==> src/rtl/psi_pkg.sv <==
package psi_pkg;
    // Bit positions inside the control register
    localparam int unsigned CTRL_SEC_BIT   = 0;
    localparam int unsigned CTRL_MIN_BIT   = 1;
    localparam int unsigned CTRL_PULSE_BIT = 2;
    localparam int unsigned CTRL_BITS      = 3;
    // Bit position of the flag inside the status register
    localparam int unsigned STAT_FLAG_BIT  = 0;
    // Register addresses
    localparam logic ADDR_CTRL = 1'b0;
    localparam logic ADDR_STAT = 1'b1;

    typedef struct packed {
        logic pulse_mode;
        logic min_en;
        logic sec_en;
    } psi_ctrl_t;
endpackage

==> src/rtl/psi_ctrl_regs.sv <==
module psi_ctrl_regs
    import psi_pkg::*;
(
    input  logic                 clk,
    input  logic                 rst_n,
    input  logic                 wr_en,
    input  logic [CTRL_BITS-1:0] wdata,
    output psi_ctrl_t            ctrl_q
);
    typedef struct packed {
        psi_ctrl_t ctrl;
    } state_t;

    state_t st_d, st_q;

    always_comb begin
        st_d = st_q;
        if (wr_en) begin
            st_d.ctrl.sec_en     = wdata[CTRL_SEC_BIT];
            st_d.ctrl.min_en     = wdata[CTRL_MIN_BIT];
            st_d.ctrl.pulse_mode = wdata[CTRL_PULSE_BIT];
        end
    end

    always_ff @(posedge clk or negedge rst_n) begin
        if (!rst_n) st_q <= '0;
        else        st_q <= st_d;
    end

    assign ctrl_q = st_q.ctrl;

    // a write is committed on the next edge
    a_r11_write_lands: assert property (@(posedge clk) disable iff (!rst_n)
        wr_en |=> (ctrl_q.sec_en == $past(wdata[CTRL_SEC_BIT])) &&
                  (ctrl_q.min_en == $past(wdata[CTRL_MIN_BIT])));
endmodule

==> src/rtl/psi_event_sel.sv <==
module psi_event_sel
    import psi_pkg::*;
(
    input  psi_ctrl_t ctrl,
    input  logic      sec_tick,
    input  logic      min_tick,
    output logic      evt
);
    // The fastest enabled period wins; with the second enable on, minute
    // ticks coincide with second ticks and are not looked at separately.
    always_comb begin
        if (ctrl.sec_en)      evt = sec_tick;
        else if (ctrl.min_en) evt = min_tick;
        else                  evt = 1'b0;
    end
endmodule

==> src/rtl/psi_flag.sv <==
module psi_flag (
    input  logic clk,
    input  logic rst_n,
    input  logic evt,
    input  logic clr,
    output logic flag_q
);
    typedef struct packed {
        logic flag;
    } state_t;

    state_t st_d, st_q;

    always_comb begin
        st_d = st_q;
        if (evt)      st_d.flag = 1'b1;  // tick takes priority over clear
        else if (clr) st_d.flag = 1'b0;
    end

    always_ff @(posedge clk or negedge rst_n) begin
        if (!rst_n) st_q <= '0;
        else        st_q <= st_d;
    end

    assign flag_q = st_q.flag;

    a_r10_tick_beats_clear: assert property (@(posedge clk) disable iff (!rst_n)
        (evt && clr) |=> flag_q);
    a_r5_clear_drops_flag: assert property (@(posedge clk) disable iff (!rst_n)
        (clr && !evt) |=> !flag_q);
    a_r5_flag_sticky: assert property (@(posedge clk) disable iff (!rst_n)
        (flag_q && !clr) |=> flag_q);
endmodule

==> src/rtl/psi_pulse_gen.sv <==
module psi_pulse_gen #(
    parameter int unsigned PULSE_W = 4
) (
    input  logic clk,
    input  logic rst_n,
    input  logic evt,
    output logic active
);
    localparam int unsigned CNT_W = $clog2(PULSE_W + 1);
    localparam logic [CNT_W-1:0] CNT_LOAD = CNT_W'(PULSE_W);

    typedef struct packed {
        logic [CNT_W-1:0] cnt;
    } state_t;

    state_t st_d, st_q;

    always_comb begin
        st_d = st_q;
        if (evt)                 st_d.cnt = CNT_LOAD;      // restart on every event
        else if (st_q.cnt != '0) st_d.cnt = st_q.cnt - 1'b1;
    end

    always_ff @(posedge clk or negedge rst_n) begin
        if (!rst_n) st_q <= '0;
        else        st_q <= st_d;
    end

    assign active = (st_q.cnt != '0);

    a_r8_restart_full: assert property (@(posedge clk) disable iff (!rst_n)
        evt |=> (st_q.cnt == CNT_LOAD));
    a_r7_counts_down: assert property (@(posedge clk) disable iff (!rst_n)
        (active && !evt) |=> (st_q.cnt == $past(st_q.cnt) - CNT_W'(1)));
    a_r7_stays_idle: assert property (@(posedge clk) disable iff (!rst_n)
        (!active && !evt) |=> !active);
endmodule

==> src/rtl/psi_irq_gen.sv <==
module psi_irq_gen
    import psi_pkg::*;
#(
    parameter int unsigned DATA_W  = 8,
    parameter int unsigned PULSE_W = 4
) (
    input  logic              clk,
    input  logic              rst_n,
    input  logic              sec_tick,
    input  logic              min_tick,
    input  logic              reg_wr,
    input  logic              reg_addr,
    input  logic [DATA_W-1:0] reg_wdata,
    output logic [DATA_W-1:0] reg_rdata,
    output logic              irq_n
);
    psi_ctrl_t ctrl_q;
    logic      evt;
    logic      flag_q;
    logic      pulse_active;
    logic      ctrl_wr;
    logic      flag_clr;
    logic      unused_wdata_hi;

    assign ctrl_wr  = reg_wr && (reg_addr == ADDR_CTRL);
    assign flag_clr = reg_wr && (reg_addr == ADDR_STAT) && reg_wdata[STAT_FLAG_BIT];
    assign unused_wdata_hi = &{1'b0, reg_wdata[DATA_W-1:CTRL_BITS]};

    psi_ctrl_regs u_ctrl (
        .clk    (clk),
        .rst_n  (rst_n),
        .wr_en  (ctrl_wr),
        .wdata  (reg_wdata[CTRL_BITS-1:0]),
        .ctrl_q (ctrl_q)
    );

    psi_event_sel u_sel (
        .ctrl     (ctrl_q),
        .sec_tick (sec_tick),
        .min_tick (min_tick),
        .evt      (evt)
    );

    psi_flag u_flag (
        .clk    (clk),
        .rst_n  (rst_n),
        .evt    (evt),
        .clr    (flag_clr),
        .flag_q (flag_q)
    );

    psi_pulse_gen #(.PULSE_W(PULSE_W)) u_pulse (
        .clk    (clk),
        .rst_n  (rst_n),
        .evt    (evt),
        .active (pulse_active)
    );

    always_comb begin
        reg_rdata = '0;
        if (reg_addr == ADDR_CTRL) begin
            reg_rdata[CTRL_SEC_BIT]   = ctrl_q.sec_en;
            reg_rdata[CTRL_MIN_BIT]   = ctrl_q.min_en;
            reg_rdata[CTRL_PULSE_BIT] = ctrl_q.pulse_mode;
        end else begin
            reg_rdata[STAT_FLAG_BIT]  = flag_q;
        end
    end

    assign irq_n = ctrl_q.pulse_mode ? !pulse_active : !flag_q;

    a_r2_no_enable_no_flag: assert property (@(posedge clk) disable iff (!rst_n)
        (!ctrl_q.sec_en && !ctrl_q.min_en && !flag_q) |=> !flag_q);
    a_r6_pulse_despite_flag: assert property (@(posedge clk) disable iff (!rst_n)
        (evt && flag_q) |=> pulse_active);
    a_r4_min_ignored_with_sec: assert property (@(posedge clk) disable iff (!rst_n)
        (ctrl_q.sec_en && !sec_tick) |-> !evt);
endmodule

==> config.mk <==
export PLATFORM = sky130hd
export DESIGN_NAME = psi_irq_gen
export DESIGN_NICKNAME = d
export VERILOG_FILES = /design/src/rtl/psi_pkg.sv /design/src/rtl/psi_ctrl_regs.sv /design/src/rtl/psi_event_sel.sv /design/src/rtl/psi_flag.sv /design/src/rtl/psi_pulse_gen.sv /design/src/rtl/psi_irq_gen.sv
export SDC_FILE = /design/constraint.sdc
export NUM_CORES = 1
export LEC_CHECK = 0
export BUFFER_PORTS_ARGS = -buffer_cell sky130_fd_sc_hd__clkbuf_2
export CORE_AREA = 2 2 39 41
export CTS_CLUSTER_DIAMETER = 120
export DETAILED_ROUTE_END_ITERATION = 6
export DIE_AREA = 0 0 41 43
export GPL_ROUTABILITY_DRIVEN = 0
export GPL_TIMING_DRIVEN = 0
export PLACE_DENSITY = 0.6
export SYNTH_ARGS = -nofsm -noshare
export SYNTH_HDL_FRONTEND = slang
export SYNTH_SLANG_ARGS = --single-unit
==> constraint.sdc <==
create_clock -name clk -period 1.4 [get_ports clk]
set_clock_uncertainty 0.1 [all_clocks]
set_input_delay 0.14 -clock clk [delete_from_list [all_inputs] [get_ports clk]]
set_output_delay 0.14 -clock clk [all_outputs]
set_load 0.02 [all_outputs]
==> metrics <==
status complete, but fails checks; violated checks negative setup slack; ANT nets after route 0; CP startpoint kind register; combinational power share 48.0%; Syn Area/Cell 10.45 um2; largest net degree at the start of global routing 8; first-pass detailed-route iteration total 1; CTS tree done; final worst-path cycle share 106.6%; drt drc 0; sw frac 33.75%; H-tree levels 1; fmax 669.9 MHz; Nets 83; Sink Count 7; P_sw 0.0003188 W; filler instances 153; largest stage delay on the critical path 0.39 ns; Critical Path Fanout Max 2; Final Non-Filler Cells 82; Leak 0.3174 nW; Max Cap Viol 0; Pwr per Cell Area 1563 nW/um2; Area after DPL 513.0 um2; global route overflow 0; CORE AREA 1384 um2; FF/Latch Area 175.2 um2; top-count cell post-synth dfrtp_1; CTS Buf Count 3; Sequential Power Share 32.7%; die width 41 um; Pint 0.0006257 W; Synth Register Bits 7; clock-pin slew on the worst setup and hold paths 0.05 ns; Hold Path Class in -> reg; share of cells above drive strength 1 48.48%; Slew Viols, Final 0; top_reg_cell synth dfrtp_1; global-route wire length before repair 1.317 mm; Die Ht 43 um; Yosys cell types 18; share of the synthesized area in the top cell type 41.92%; DRT iter0 DRCs 0; Syn-to-layout area delta 44.61%; IO Port Bufs 12; Routed WL 755 um; Core Util, Final 43.67%; Post-synth EDFFs 0; Clock power frac 19.4%; vias per cell 4.049; Post-Synthesis Cells 40; worst slack, placed 0.06063 ns; initial antenna violation count 0; Hold Vio Cnt, Final 0; Die ar. 1763 um2; detailed-route wire length per cell 9.207 um; synth warn 0; most instantiated cells after synthesis dfrtp_1, buf_4, nand2_1; slowest CP cell dfrtp_1; Max IR drop VDD 0.6263 mV; Post-synth ARST share 100.0%; I/O pin cnt 23; Placement Rows 14; register area share after synthesis 41.92%; number of global-route vias before repair 354; Root Buffer clkbuf_4; overall routing resource usage 11.57%; post-synthesis cell area 417.9 um2; fin area 604.3 um2; Setup-failing EPs final 1; Initial Util 30.20%; clock tree buffer depth 2; CP endpoint kind output pin; area occupied by multi-input gates 225.2 um2; crit path kind reg -> out; Inst Count DP 72; number of diodes 0; crit path DAT 1.25 ns; worst setup margin -0.09270 ns; Worst-Skew Late Latency 0.25 ns; unrepaired setup endpoints after global routing true; Tmin final 1.493 ns; via count 332; Worst EP required 1.16 ns; worst path cell trace inv_2 > ha_4 > nand2b_4 > mux2i_1 > buf_4; dominant cells by area after synthesis dfrtp_1, buf_4, mux2_1, ha_1, mux2i_1; area leader, netlist dfrtp_1
## metrics by stage
stage	total power [W]	TNS, ns	hold slack [ns]
after global placement	0.0006355	0	-0.1099
final	0.0009445	-0.09270	0.01264
after global routing	0.001015	-0.1517	0.001178
after floorplan	0.0005654	0	-0.2556
after CTS	0.0009425	-0.1050	0.005872
after detailed placement	0.0006428	0	-0.1109
## cell families (layout without fill, tap and decap cells)
kind of cell,Yosys count,in the layout,share of synthesized area (%)
AND/OR/NAND/NOR,13,13,17.96
flip-flops,7,7,41.92
buffers and inverters,7,29,10.78
multiplexers,6,6,15.57
AO/OA/AOI/OAI,3,3,4.791
adder cells (fa/ha/maj),2,2,5.987
other,1,5,0.8973
XOR/XNOR,1,1,2.096
## what timing repair did
| action | in CTS | in global routing |
|---|---|---|
| hold buffers | 2 | 0 |
| endpoints found under the hold margin | 8 | 0 |
| pin swaps | 1 | 0 |
| setup endpoints to repair | 1 | 1 |
| gates resized for setup | 5 | 1 |
| setup buffers | 3 | 1 |
## registers in the layout, indices dropped and copies added, names as in the netlist
signal and cells:
u_pulse.st_q 3, u_ctrl.ctrl_q 3, u_flag.flag_q 1
## cell type report
type,instances,share of cell area (%)
buffer,5,6.211
clock buffer,4,4.348
inverter,2,1.242
multi-input combinational,30,37.27
sequential,7,28.99
tap,16,3.313
timing repair buffer,18,18.63
## worst max-delay path, delay by kind of cell, from the launching register on
family | cells | cell delay (ns)
adder cells (fa/ha/maj) | 1 | 0.14
buffers and inverters | 2 | 0.25
flip-flops | 1 | 0.39
multiplexers | 1 | 0.16
AND/OR/NAND/NOR | 1 | 0.06
## worst paths after layout
kind	startpoint	to	slack, ns	cells past startpoint
min reg2reg	u_flag.flag_q	u_flag.flag_q	0.41	2
max in group asynchronous	rst_n	u_pulse.st_q[2]	0.87	2
min in group asynchronous	rst_n	u_ctrl.ctrl_q[1]	0.16	2
max reg2reg	u_pulse.st_q[0]	u_pulse.st_q[1]	0.16	5
max	u_pulse.st_q[0]	irq_n	-0.09	5
min	reg_wdata[2]	u_ctrl.ctrl_q[2]	0.01	2
## layout by cell type (no fill, tap or decap), types with 2 or more instances in the layout
master,n
and2b_2,2
buf_4,10
clkbuf_2,11
clkbuf_4,3
conb_1,5
dfrtp_1,7
dlygate4sd3_1,2
inv_2,2
mux2_1,3
mux2i_1,2
nand2_1,5
nor2_1,3
## layer usage
layer	GRT usage (%)	vias up	share of wire [%]
li1	-	172	-
met1	11.67	141	40
met2	18.75	17	51
met3	2.094	2	7.0
met4	10.00	0	1.3
met5	0	-	0
## power groups by stage
stage / clock (W) / combinational, W / sequential [W]
floorplan: 0 / 0.000267 / 0.000299
global placement: 0 / 0.000329 / 0.000307
detailed placement: 0 / 0.000333 / 0.000309
CTS: 0.000192 / 0.000441 / 0.000310
global route: 0.000204 / 0.000497 / 0.000315
finish: 0.000183 / 0.000453 / 0.000308
Power figures use the tool's default switching activity.
